<file path="src/rtl/frac_e1_pkg.sv">
package frac_e1_pkg;

  typedef enum logic [1:0] {
    MODE_ALL      = 2'b00,
    MODE_ALL_ALT  = 2'b01,
    MODE_MASKED   = 2'b10,
    MODE_MASKED_F = 2'b11
  } rx_mode_e;

  // Decide whether the bits of one timeslot are passed to the output clock.
  function automatic logic slot_passes(input rx_mode_e mode,
                                       input logic     mask_bit,
                                       input logic     is_slot0);
    case (mode)
      MODE_MASKED:   return mask_bit;
      MODE_MASKED_F: return mask_bit | is_slot0;
      default:       return 1'b1;
    endcase
  endfunction

endpackage

</file>
<file path="src/rtl/e1_bit_position.sv">
module e1_bit_position #(
  parameter int SLOTS = 32,
  parameter int BITS  = 8
) (
  input  logic                     clk_i,
  input  logic                     rst_ni,
  input  logic                     frame_sync_i,
  output logic [$clog2(SLOTS)-1:0] slot_o,
  output logic [$clog2(BITS)-1:0]  bit_o,
  output logic                     restart_o
);
  localparam int SW = $clog2(SLOTS);
  localparam int BW = $clog2(BITS);

  logic last_bit, last_slot;

  assign last_bit  = (bit_o == BW'(BITS - 1));
  assign last_slot = (slot_o == SW'(SLOTS - 1));
  assign restart_o = frame_sync_i | (last_bit & last_slot);

  always_ff @(posedge clk_i or negedge rst_ni) begin
    if (!rst_ni) begin
      slot_o <= '0;
      bit_o  <= '0;
    end else if (restart_o) begin
      slot_o <= '0;
      bit_o  <= '0;
    end else if (last_bit) begin
      bit_o  <= '0;
      slot_o <= slot_o + 1'b1;
    end else begin
      bit_o  <= bit_o + 1'b1;
    end
  end


  bit_step_chk: assert property (@(posedge clk_i) disable iff (!rst_ni)
    (!frame_sync_i && !last_bit) |=> (bit_o == $past(bit_o) + 1'b1 && slot_o == $past(slot_o)));


  sync_align_chk: assert property (@(posedge clk_i) disable iff (!rst_ni)
    frame_sync_i |=> (bit_o == '0 && slot_o == '0));

endmodule

</file>
<file path="src/rtl/e1_slot_select.sv">
module e1_slot_select
  import frac_e1_pkg::*;
#(
  parameter int SLOTS = 32
) (
  input  logic                     clk_i,
  input  logic                     rst_ni,
  input  rx_mode_e                 mode_i,
  input  logic [SLOTS-1:0]         mask_i,
  input  logic [$clog2(SLOTS)-1:0] slot_i,
  input  logic                     restart_i,
  output logic                     pass_o,
  output logic                     first_o
);
  logic seen_q;

  assign pass_o  = slot_passes(mode_i, mask_i[slot_i], slot_i == '0);
  assign first_o = pass_o & ~seen_q;

  always_ff @(posedge clk_i or negedge rst_ni) begin
    if (!rst_ni)        seen_q <= 1'b0;
    else if (restart_i) seen_q <= 1'b0;
    else if (pass_o)    seen_q <= 1'b1;
  end


  first_single_chk: assert property (@(posedge clk_i) disable iff (!rst_ni)
    (first_o && !restart_i) |=> !first_o);

endmodule

</file>
<file path="src/rtl/e1_clk_gate_cell.sv">
module e1_clk_gate_cell (
  input  logic clk_i,
  input  logic rst_ni,
  input  logic pass_i,
  input  logic first_i,
  output logic clk_o,
  output logic frame_o,
  output logic gate_o
);
  logic gate_q, frame_q;

  // The enable is taken on the falling edge so that it only changes while the clock is low.
  always_ff @(negedge clk_i or negedge rst_ni) begin
    if (!rst_ni) begin
      gate_q  <= 1'b0;
      frame_q <= 1'b0;
    end else begin
      gate_q  <= pass_i;
      frame_q <= first_i;
    end
  end

  assign clk_o   = clk_i & gate_q;
  assign frame_o = frame_q;
  assign gate_o  = gate_q;


  fi_in_pulse_chk: assert property (@(negedge clk_i) disable iff (!rst_ni)
    frame_q |-> gate_q);

endmodule

</file>
<file path="src/rtl/frac_e1_rx_clk_gater.sv">
module frac_e1_rx_clk_gater
  import frac_e1_pkg::*;
#(
  parameter int SLOTS = 32,
  parameter int BITS  = 8
) (
  input  logic             clk_i,
  input  logic             rst_ni,
  input  logic             frame_sync_i,
  input  logic [1:0]       mode_i,
  input  logic [SLOTS-1:0] mask_i,
  output logic             rx_clk_o,
  output logic             frame_o
);
  localparam int SW = $clog2(SLOTS);
  localparam int BW = $clog2(BITS);

  logic [SW-1:0] slot_w;
  logic [BW-1:0] bit_w;
  logic          restart_w, pass_w, first_w, gate_w;
  rx_mode_e      mode_w;

  assign mode_w = rx_mode_e'(mode_i);

  e1_bit_position #(.SLOTS(SLOTS), .BITS(BITS)) pos_i (
    .clk_i(clk_i), .rst_ni(rst_ni), .frame_sync_i(frame_sync_i),
    .slot_o(slot_w), .bit_o(bit_w), .restart_o(restart_w)
  );

  e1_slot_select #(.SLOTS(SLOTS)) sel_i (
    .clk_i(clk_i), .rst_ni(rst_ni), .mode_i(mode_w), .mask_i(mask_i),
    .slot_i(slot_w), .restart_i(restart_w), .pass_o(pass_w), .first_o(first_w)
  );

  e1_clk_gate_cell gate_i (
    .clk_i(clk_i), .rst_ni(rst_ni), .pass_i(pass_w), .first_i(first_w),
    .clk_o(rx_clk_o), .frame_o(frame_o), .gate_o(gate_w)
  );


  full_mode_gate_chk: assert property (@(negedge clk_i) disable iff (!rst_ni)
    !mode_i[1] |=> gate_w);


  masked_slot_chk: assert property (@(negedge clk_i) disable iff (!rst_ni)
    (mode_i == 2'b10 && !mask_i[slot_w]) |=> !gate_w);


  fbit_slot0_chk: assert property (@(negedge clk_i) disable iff (!rst_ni)
    (mode_i == 2'b11 && slot_w == '0) |=> gate_w);


  reset_quiet_chk: assert property (@(posedge clk_i)
    !rst_ni |-> (!rx_clk_o && !frame_o));

endmodule

</file>
<file path="config.mk">
export PLATFORM = sky130hd
export DESIGN_NAME = frac_e1_rx_clk_gater
export DESIGN_NICKNAME = d
export VERILOG_FILES = /design/src/rtl/frac_e1_pkg.sv /design/src/rtl/e1_bit_position.sv /design/src/rtl/e1_slot_select.sv /design/src/rtl/e1_clk_gate_cell.sv /design/src/rtl/frac_e1_rx_clk_gater.sv
export SDC_FILE = /design/constraint.sdc
export NUM_CORES = 1
export LEC_CHECK = 0
export BUFFER_PORTS_ARGS = -buffer_cell sky130_fd_sc_hd__buf_2
export CAP_MARGIN = 20
export CORE_UTILIZATION = 45
export CTS_CLUSTER_DIAMETER = 80
export DETAILED_ROUTE_END_ITERATION = 6
export GPL_TIMING_DRIVEN = 1
export PLACE_DENSITY = 0.84
export SLEW_MARGIN = 5
export SYNTH_ARGS = -nofsm -noshare
export SYNTH_HDL_FRONTEND = slang
export SYNTH_SLANG_ARGS = --single-unit
</file>
<file path="constraint.sdc">
create_clock -name clk_i -period 2.2 [get_ports clk_i]
set_input_delay 0.11 -clock clk_i [delete_from_list [all_inputs] [get_ports clk_i]]
set_output_delay 0.11 -clock clk_i [all_outputs]
set_load 0.1 [all_outputs]
</file>
==> results.cfg, run 1 <==
[min_path]
hp-class = input pin to asynchronous set/reset pin

[setup_path]
crit_path_start = pos_i.slot_o[0]
reg2reg_to = gate_i.frame_o
cp-start-kind = flop
crit_fanout = 3
rrSetupSlack_ps = -440
end_kind = flop
arrival_ps = 1770
cp-endpoint = gate_i.frame_o
r2r_start = pos_i.slot_o[0]
path_class = flop to flop
crit_required_ps = 1330
ff2ff_path_depth = 4

[detailed_routing]
via_count = 808
drt_iter0_markers = 13
drc = 0
postRouteAntennaNets = 0
vias_per_cell = 5.21
detail_route.wl_per_cell_microns = 13.0
postRouteWirelength_microns = 2020
dr.pass1.iters = 4

[clocking]
postCtsSetupBuffers = 0
clkLatencyLatePin_ps = 390
cts_tree = built
path_clk_slew_ps = 70

[placement]
io_buffers = 38
post-dp-hpwl_microns = 1570
place_ws_ps = -449
globalplace.congestion = 0.846

[yosys]
synth_area_sq_um = 851
ys.flop_type = dfrtp_1
synth_warnings = 0
synth_cells = 79
synth_cell_type_count = 31
ys_async_sr_fraction = 1.00
syn_area_per_cell_sq_um = 10.8
synth_nets = 121
synth_edf_count = 0
yosysSeqAreaShare = 0.324
ys_ff_latch = 11

[grt]
grt_remaining_overflow = 0
grtUsageTotal = 0.219
antenna_found_initial = 0
first_global_vias = 849
grt_pass1_wl_microns = 3120
grt_max_degree = 12

[run_status]
outcome = finished with violations
violations = setup timing

[pwr]
ir_drop_mv = 0.507
leakage_nw = 0.571
cellPowerDensity_mw_per_mm2 = 624
p_total_mw = 0.741

[flow_run]
drv_cap = 0

[die]
die_area_sq_mm = 0.00207
dieWidth_microns = 45.5
start_util = 0.487
rows = 15
die_height_microns = 45.5
core_sq_mm = 0.00175
ios = 39

[sta]
final-max-slew-violation-count = 0
skew_ps = 18.9
setup_viol = 5
max-slew-margin-rel = 0.741
tns_ps = -989
worstMarginPinSlew_ps = 383
fin_ws_ps = -441
finalHoldViolCount = 0
rsz0062_at_grt = yes

[cells_and_area]
syn2layout_area_growth_pct = 39.6
drive_gt1_frac = 0.492
mostFrequentLayoutCell = buf_2
antenna_cells = 0
layout.nets = 173
final_cell_mix = 36 x buf_2, 9 x nor2_1, 8 x mux2i_1, 8 x dfrtp_1, 7 x buf_4
utilization = 0.680
==> synth_stat cells (3+ instances only) <==
cell     count  share of area
nand2_1      4          0.018
and2_1       3          0.022
mux2i_1      8          0.094
dfrtp_1      9           0.26
ha_1         5          0.074
nor3_1       3          0.018
a21oi_1      3          0.018
inv_1        3          0.013
mux4_1       3          0.093
mux2_2       4          0.053
nor2_1       9          0.040
==> kinds of logic (layout without fill, tap and decap cells) <==
logic type | after synthesis | count (layout) | share of synthesized area
flops | 11 | 11 | 0.324
fa+ha+maj | 5 | 5 | 0.0735
mux | 15 | 15 | 0.240
xor+xnor | 3 | 3 | 0.0309
compound gates | 12 | 12 | 0.115
buf+inv | 8 | 59 | 0.0735
simple gates | 25 | 25 | 0.144
==> report_power, final <==
| part | total [mW] | leakage (nW) | internal [mW] | switching [mW] |
|---|---|---|---|---|
| logic | 0.0850 | 0.387 | 0.0471 | 0.0379 |
| clock network | 0.441 | 0.0427 | 0.216 | 0.225 |
| registers | 0.215 | 0.141 | 0.210 | 0.00466 |
==> how the worst min path moves through the flow <==
| stage | startpoint | endpoint | slack [ps] | cells after the start |
|---|---|---|---|---|
| after detailed placement | rst_ni | pos_i.bit_o[0] | -9 | 1 |
| after global placement | rst_ni | pos_i.bit_o[1] | -10 | 1 |
| after floorplan | rst_ni | pos_i.bit_o[0] | -190 | 0 |
| final | rst_ni | pos_i.slot_o[0] | 130 | 2 |
| after global routing | rst_ni | pos_i.slot_o[4] | 150 | 2 |
| after CTS | rst_ni | pos_i.slot_o[4] | 130 | 2 |
==> repair_timing <==
item,CTS,global route
hold buffers,2,0
gates resized for setup,7,3
pin swaps,2,3
endpoints found under the hold margin,10,0
endpoints found under the setup margin,5,5
==> cell type report <==
cell class / instances / area (sq um)
clock buffers: 8 / 68.8
fillers: 147 / 558
inverters: 3 / 11.3
multi-input cells: 60 / 504
flip-flops and latches: 11 / 277
well taps: 25 / 31.3
repair buffers: 48 / 295
==> flip-flops by register name (all words and copies together) (netlist names) <==
name and flops:
gate_i.frame_o 1, pos_i.bit_o 3, gate_i.gate_o 1, pos_i.slot_o 5
sel_i.seen_q 1
==> metrics by stage <==
stage | cell area, sq um | hold WS (ps) | std cells
2_1_floorplan | 848 | -186 | 79
3_3_place_gp | 1100 | -12.3 | 146
3_5_place_dp | 1100 | -9.01 | 146
4_1_cts | 1190 | 131 | 155
5_1_grt | 1190 | 146 | 155
6_report | 1190 | 133 | 155
==> per-layer routing <==
layer	GRT usage	vias to the layer above	part of all wire	wire [microns]
met1	0.198	374	0.40	800
li1	-	390	-	-
met3	0.0794	6	0.081	164
met2	0.386	38	0.50	1010
met4	0.176	0	0.020	40
met5	0	-	0	0
==> critical path: stages (launching register included) <==
cell	delay (ps)
dfrtp_1	400
mux4_2	520
o211ai_1	190
o311a_1	220
a21oi_1	70
Power figures use the tool's default switching activity.
==> run 2: changes to the inputs <==
--- a/config.mk
+++ b/config.mk
@@ -11,6 +11,7 @@
 export CTS_CLUSTER_DIAMETER = 80
 export DETAILED_ROUTE_END_ITERATION = 6
 export GPL_TIMING_DRIVEN = 1
+export MAX_ROUTING_LAYER = met4
 export PLACE_DENSITY = 0.84
 export SLEW_MARGIN = 5
 export SYNTH_ARGS = -nofsm -noshare
==> results.cfg, run 2 (synthesized netlist as in run 1, its figures left out) <==
[cells_and_area]
largest-register = pos_i.slot_o
utilization = 0.680
seq_area_sq_um = 277
layout.nets = 173
mostFrequentLayoutCell = buf_2
antenna_cells = 0
finalNonFillerCells = 155
fin_area_sq_mm = 0.00119
reg.largest.list = pos_i.slot_o x5, pos_i.bit_o x3
syn2layout_area_growth_pct = 39.6
nFillCells = 147
largest_reg_flops = 5
final_cell_mix = 36 x buf_2, 9 x nor2_1, 8 x mux2i_1, 8 x dfrtp_1, 7 x buf_4
drive_gt1_frac = 0.492
multi_input_area_sq_um = 504

[flow_run]
drv_cap = 0

[die]
start_util = 0.487
dieWidth_microns = 45.5
ios = 39
core_sq_mm = 0.00175
rows = 15
die_height_microns = 45.5
die_area_sq_mm = 0.00207

[pwr]
power_frac_clock = 0.595
power_switching_mw = 0.268
cellPowerDensity_mw_per_mm2 = 624
swShare = 0.361
power_frac_seq = 0.290
p_int_mw = 0.474
ir_drop_mv = 0.507
power_frac_comb = 0.115
leakage_nw = 0.571
p_total_mw = 0.741

[placement]
post-dp-hpwl_microns = 1570
dpl.cell_count = 146
io_buffers = 38
placed_area_sq_mm = 0.00110
globalplace.congestion = 0.859

[run_status]
outcome = finished with violations
violations = setup timing

[grt]
grt_remaining_overflow = 0
first_global_vias = 847
top_usage_layer = met2
grt_pass1_wl_microns = 3120
grt_use_met1 = 0.198
grt_util_met2 = 0.386
antenna_found_initial = 0
grtUsageTotal = 0.226
grt_max_degree = 12
grt_use_met3 = 0.0794

[sta]
worstMarginPinSlew_ps = 383
final-max-slew-violation-count = 0
skew_ps = 18.9
rsz0062_at_grt = yes
hold_ws_ps = 133
max-slew-margin-rel = 0.741
fin_ws_ps = -440
finalHoldViolCount = 0
setup_viol = 5

[setup_path]
cp-start-kind = flop
crit_fanout = 3
end_kind = flop
arrival_ps = 1770
crit_required_ps = 1330
path_class = flop to flop
rrSetupSlack_ps = -440

[detailed_routing]
via_count = 806
postRouteAntennaNets = 0
postRouteWirelength_microns = 2020
drt_iter0_markers = 12
dr.pass1.iters = 4
vias_per_cell = 5.20
drc = 0
detail_route.wl_per_cell_microns = 13.0

[clocking]
path_clk_slew_ps = 70
clkLatencyLatePin_ps = 390
cts_tree = built

[min_path]
hp-class = input pin to asynchronous set/reset pin
[run 2: timing repair]
action / CTS / global route
setup endpoints to repair: 5 / 5
resized for setup: 7 / 3
buffers inserted: 0 / 0
hold endpoints to repair: 10 / 0
hold buffers: 2 / 0
pin swaps: 2 / 3
[run 2: final cells by class]
| type | count | area share |
|---|---|---|
| Multi-Input combinational cell | 60 | 0.425 |
| Timing Repair Buffer | 48 | 0.249 |
| Sequential cell | 11 | 0.233 |
| Clock buffer | 8 | 0.0580 |
| Tap cell | 25 | 0.0263 |
| Inverter | 3 | 0.00948 |
[run 2: metal layers]
metal  share of wire  routed length (microns)
met1            0.40                      801
met2            0.50                     1010
met3           0.081                      163
met4           0.020                       40
met5               0                        0
[run 2: path summary, 6_finish.rpt]
check                                startpoint               to  cells after the start
worst min-delay path                     rst_ni  pos_i.slot_o[0]                      2
worst max-delay path            pos_i.slot_o[0]   gate_i.frame_o                      4
min in group clk_i                    mode_i[1]     sel_i.seen_q                      3
max in group asynchronous                rst_ni    gate_i.gate_o                      2
worst max register to register  pos_i.slot_o[0]   gate_i.frame_o                      4
worst min register to register   pos_i.bit_o[0]   pos_i.bit_o[0]                      1
[run 2: power groups by stage]
stage          sequential [mW]  combinational (mW)  clock, mW
2_1_floorplan            0.227              0.0268      0.145
6_report                 0.215              0.0850      0.441
3_5_place_dp             0.219              0.0820      0.157
5_1_grt                  0.216              0.0931      0.472
3_3_place_gp             0.218              0.0797      0.157
4_1_cts                  0.215              0.0856      0.451
[run 2: metrics by stage]
stage	worst slack, ps	TNS [ps]
detailed placement	-449	-875
global route	-495	-1180
floorplan	-448	-879
finish	-440	-988
global placement	-428	-841
CTS	-441	-998
[run 2: critical path, cell delays in order, from the launching register on]
cell	delay, ps
dfrtp_1	400
mux4_2	520
o211ai_1	190
o311a_1	220
a21oi_1	70
==> run 3: changes to the inputs <==
--- a/config.mk
+++ b/config.mk
@@ -7,12 +7,14 @@
 export LEC_CHECK = 0
 export BUFFER_PORTS_ARGS = -buffer_cell sky130_fd_sc_hd__buf_2
 export CAP_MARGIN = 20
-export CORE_UTILIZATION = 45
+export CELL_PAD_IN_SITES_DETAIL_PLACEMENT = 0
+export CELL_PAD_IN_SITES_GLOBAL_PLACEMENT = 2
+export CORE_UTILIZATION = 27
 export CTS_CLUSTER_DIAMETER = 80
 export DETAILED_ROUTE_END_ITERATION = 6
 export GPL_TIMING_DRIVEN = 1
 export MAX_ROUTING_LAYER = met4
-export PLACE_DENSITY = 0.84
+export PLACE_DENSITY = 0.85
 export SLEW_MARGIN = 5
 export SYNTH_ARGS = -nofsm -noshare
 export SYNTH_HDL_FRONTEND = slang
==> results.cfg, run 3 (synthesized netlist as in run 1, its figures left out) <==
[run_status]
outcome = finished with violations
violations = setup timing

[setup_path]
crit_required_ps = 1330
path_class = flop to flop
cp-start-kind = flop
ff2ff_path_depth = 4
crit_fanout = 3
end_kind = flop
arrival_ps = 1780

[cells_and_area]
antenna_cells = 0
reg.largest.list = pos_i.slot_o x5, pos_i.bit_o x3
finalNonFillerCells = 174
largest_reg_flops = 5
mostFrequentLayoutCell = buf_2
drive_gt1_frac = 0.492
fin_area_sq_mm = 0.00121
largest-register = pos_i.slot_o
final_cell_mix = 36 x buf_2, 9 x nor2_1, 9 x buf_4
layout.nets = 173
syn2layout_area_growth_pct = 42.4

[flow_run]
drv_cap = 0

[pwr]
swShare = 0.361
power_switching_mw = 0.269
power_frac_seq = 0.288
leakage_nw = 0.573
p_int_mw = 0.475
cellPowerDensity_mw_per_mm2 = 614
ir_drop_mv = 0.270
power_frac_comb = 0.115
power_frac_clock = 0.596
p_total_mw = 0.743

[detailed_routing]
postRouteWirelength_microns = 2100
drc = 0
detail_route.wl_per_cell_microns = 12.1
drt_iter0_markers = 12
postRouteAntennaNets = 0
vias_per_cell = 4.60
dr.pass1.iters = 4
via_count = 801

[die]
start_util = 0.281
dieWidth_microns = 58.1
ios = 39
rows = 20
core_sq_mm = 0.00303
die_height_microns = 58.1
die_area_sq_mm = 0.00338

[grt]
grt_remaining_overflow = 0
grtUsageTotal = 0.144
first_global_vias = 836
grt_max_degree = 12
antenna_found_initial = 0
grt_pass1_wl_microns = 3440

[placement]
dpl.cell_count = 165
post-dp-hpwl_microns = 1690
io_buffers = 38
globalplace.congestion = 0.803
placed_area_sq_mm = 0.00112

[clocking]
clkLatencyLatePin_ps = 380
path_clk_slew_ps = 70
cts_tree = built
postCtsSetupBuffers = 0

[sta]
worstMarginPinSlew_ps = 382
setup_viol = 5
final-max-slew-violation-count = 0
rsz0062_at_grt = yes
skew_ps = 18.0
max-slew-margin-rel = 0.742
finalHoldViolCount = 0
fin_ws_ps = -453
tns_ps = -1000
hold_ws_ps = 133

[min_path]
hp-class = input pin to asynchronous set/reset pin
==> run 3: final timing paths <==
kind                            startpoint             end  slack, ps
setup / recovery           pos_i.slot_o[0]  gate_i.frame_o       -450
hold / removal                      rst_ni  pos_i.bit_o[0]        130
setup reg to reg           pos_i.slot_o[0]  gate_i.frame_o       -450
hold reg to reg             pos_i.bit_o[0]  pos_i.bit_o[0]        440
max in group asynchronous           rst_ni  gate_i.frame_o        860
min in group clk_i               mode_i[1]    sel_i.seen_q        170
==> run 3: timing repair <==
item	in CTS	in global routing
pin swaps	3	2
gates cloned	0	0
setup endpoints to repair	5	5
hold endpoints to repair	10	0
hold buffers	2	0
resized for setup	6	2
==> run 3: critical path: stages, from the launching register on <==
cell      delay, ps
dfrtp_1         410
mux4_2          520
o211ai_1        170
o311a_1         250
a21oi_2          70
==> run 3: layer usage <==
| layer | vias up | wire length, microns | global-route usage |
|---|---|---|---|
| met5 | - | 0 | - |
| met4 | 0 | 33 | 0.0816 |
| met3 | 4 | 164 | 0.0536 |
| met2 | 37 | 1020 | 0.235 |
| met1 | 367 | 880 | 0.150 |
| li1 | 393 | - | - |
==> run 3: layout make-up <==
class | instances | area, sq um
clock buffers | 8 | 68.8
fillers | 307 | 1820
inverters | 3 | 11.3
multi-input cells | 60 | 512
flip-flops and latches | 11 | 277
well taps | 44 | 55.1
repair buffers | 48 | 288
==> run 3: metrics by stage <==
stage	utilization	setup WS, ps
finish	0.400	-453
detailed placement	0.371	-487
CTS	0.401	-472
global route	0.400	-533
floorplan	-	-448
global placement	0.371	-411
==> run 3: power groups by stage <==
| stage | clock (mW) | combinational [mW] | sequential (mW) |
|---|---|---|---|
| after CTS | 0.456 | 0.0874 | 0.214 |
| after floorplan | 0.145 | 0.0268 | 0.227 |
| after detailed placement | 0.157 | 0.0837 | 0.218 |
| after global placement | 0.157 | 0.0812 | 0.218 |
| final | 0.443 | 0.0856 | 0.214 |
| after global routing | 0.477 | 0.0944 | 0.215 |
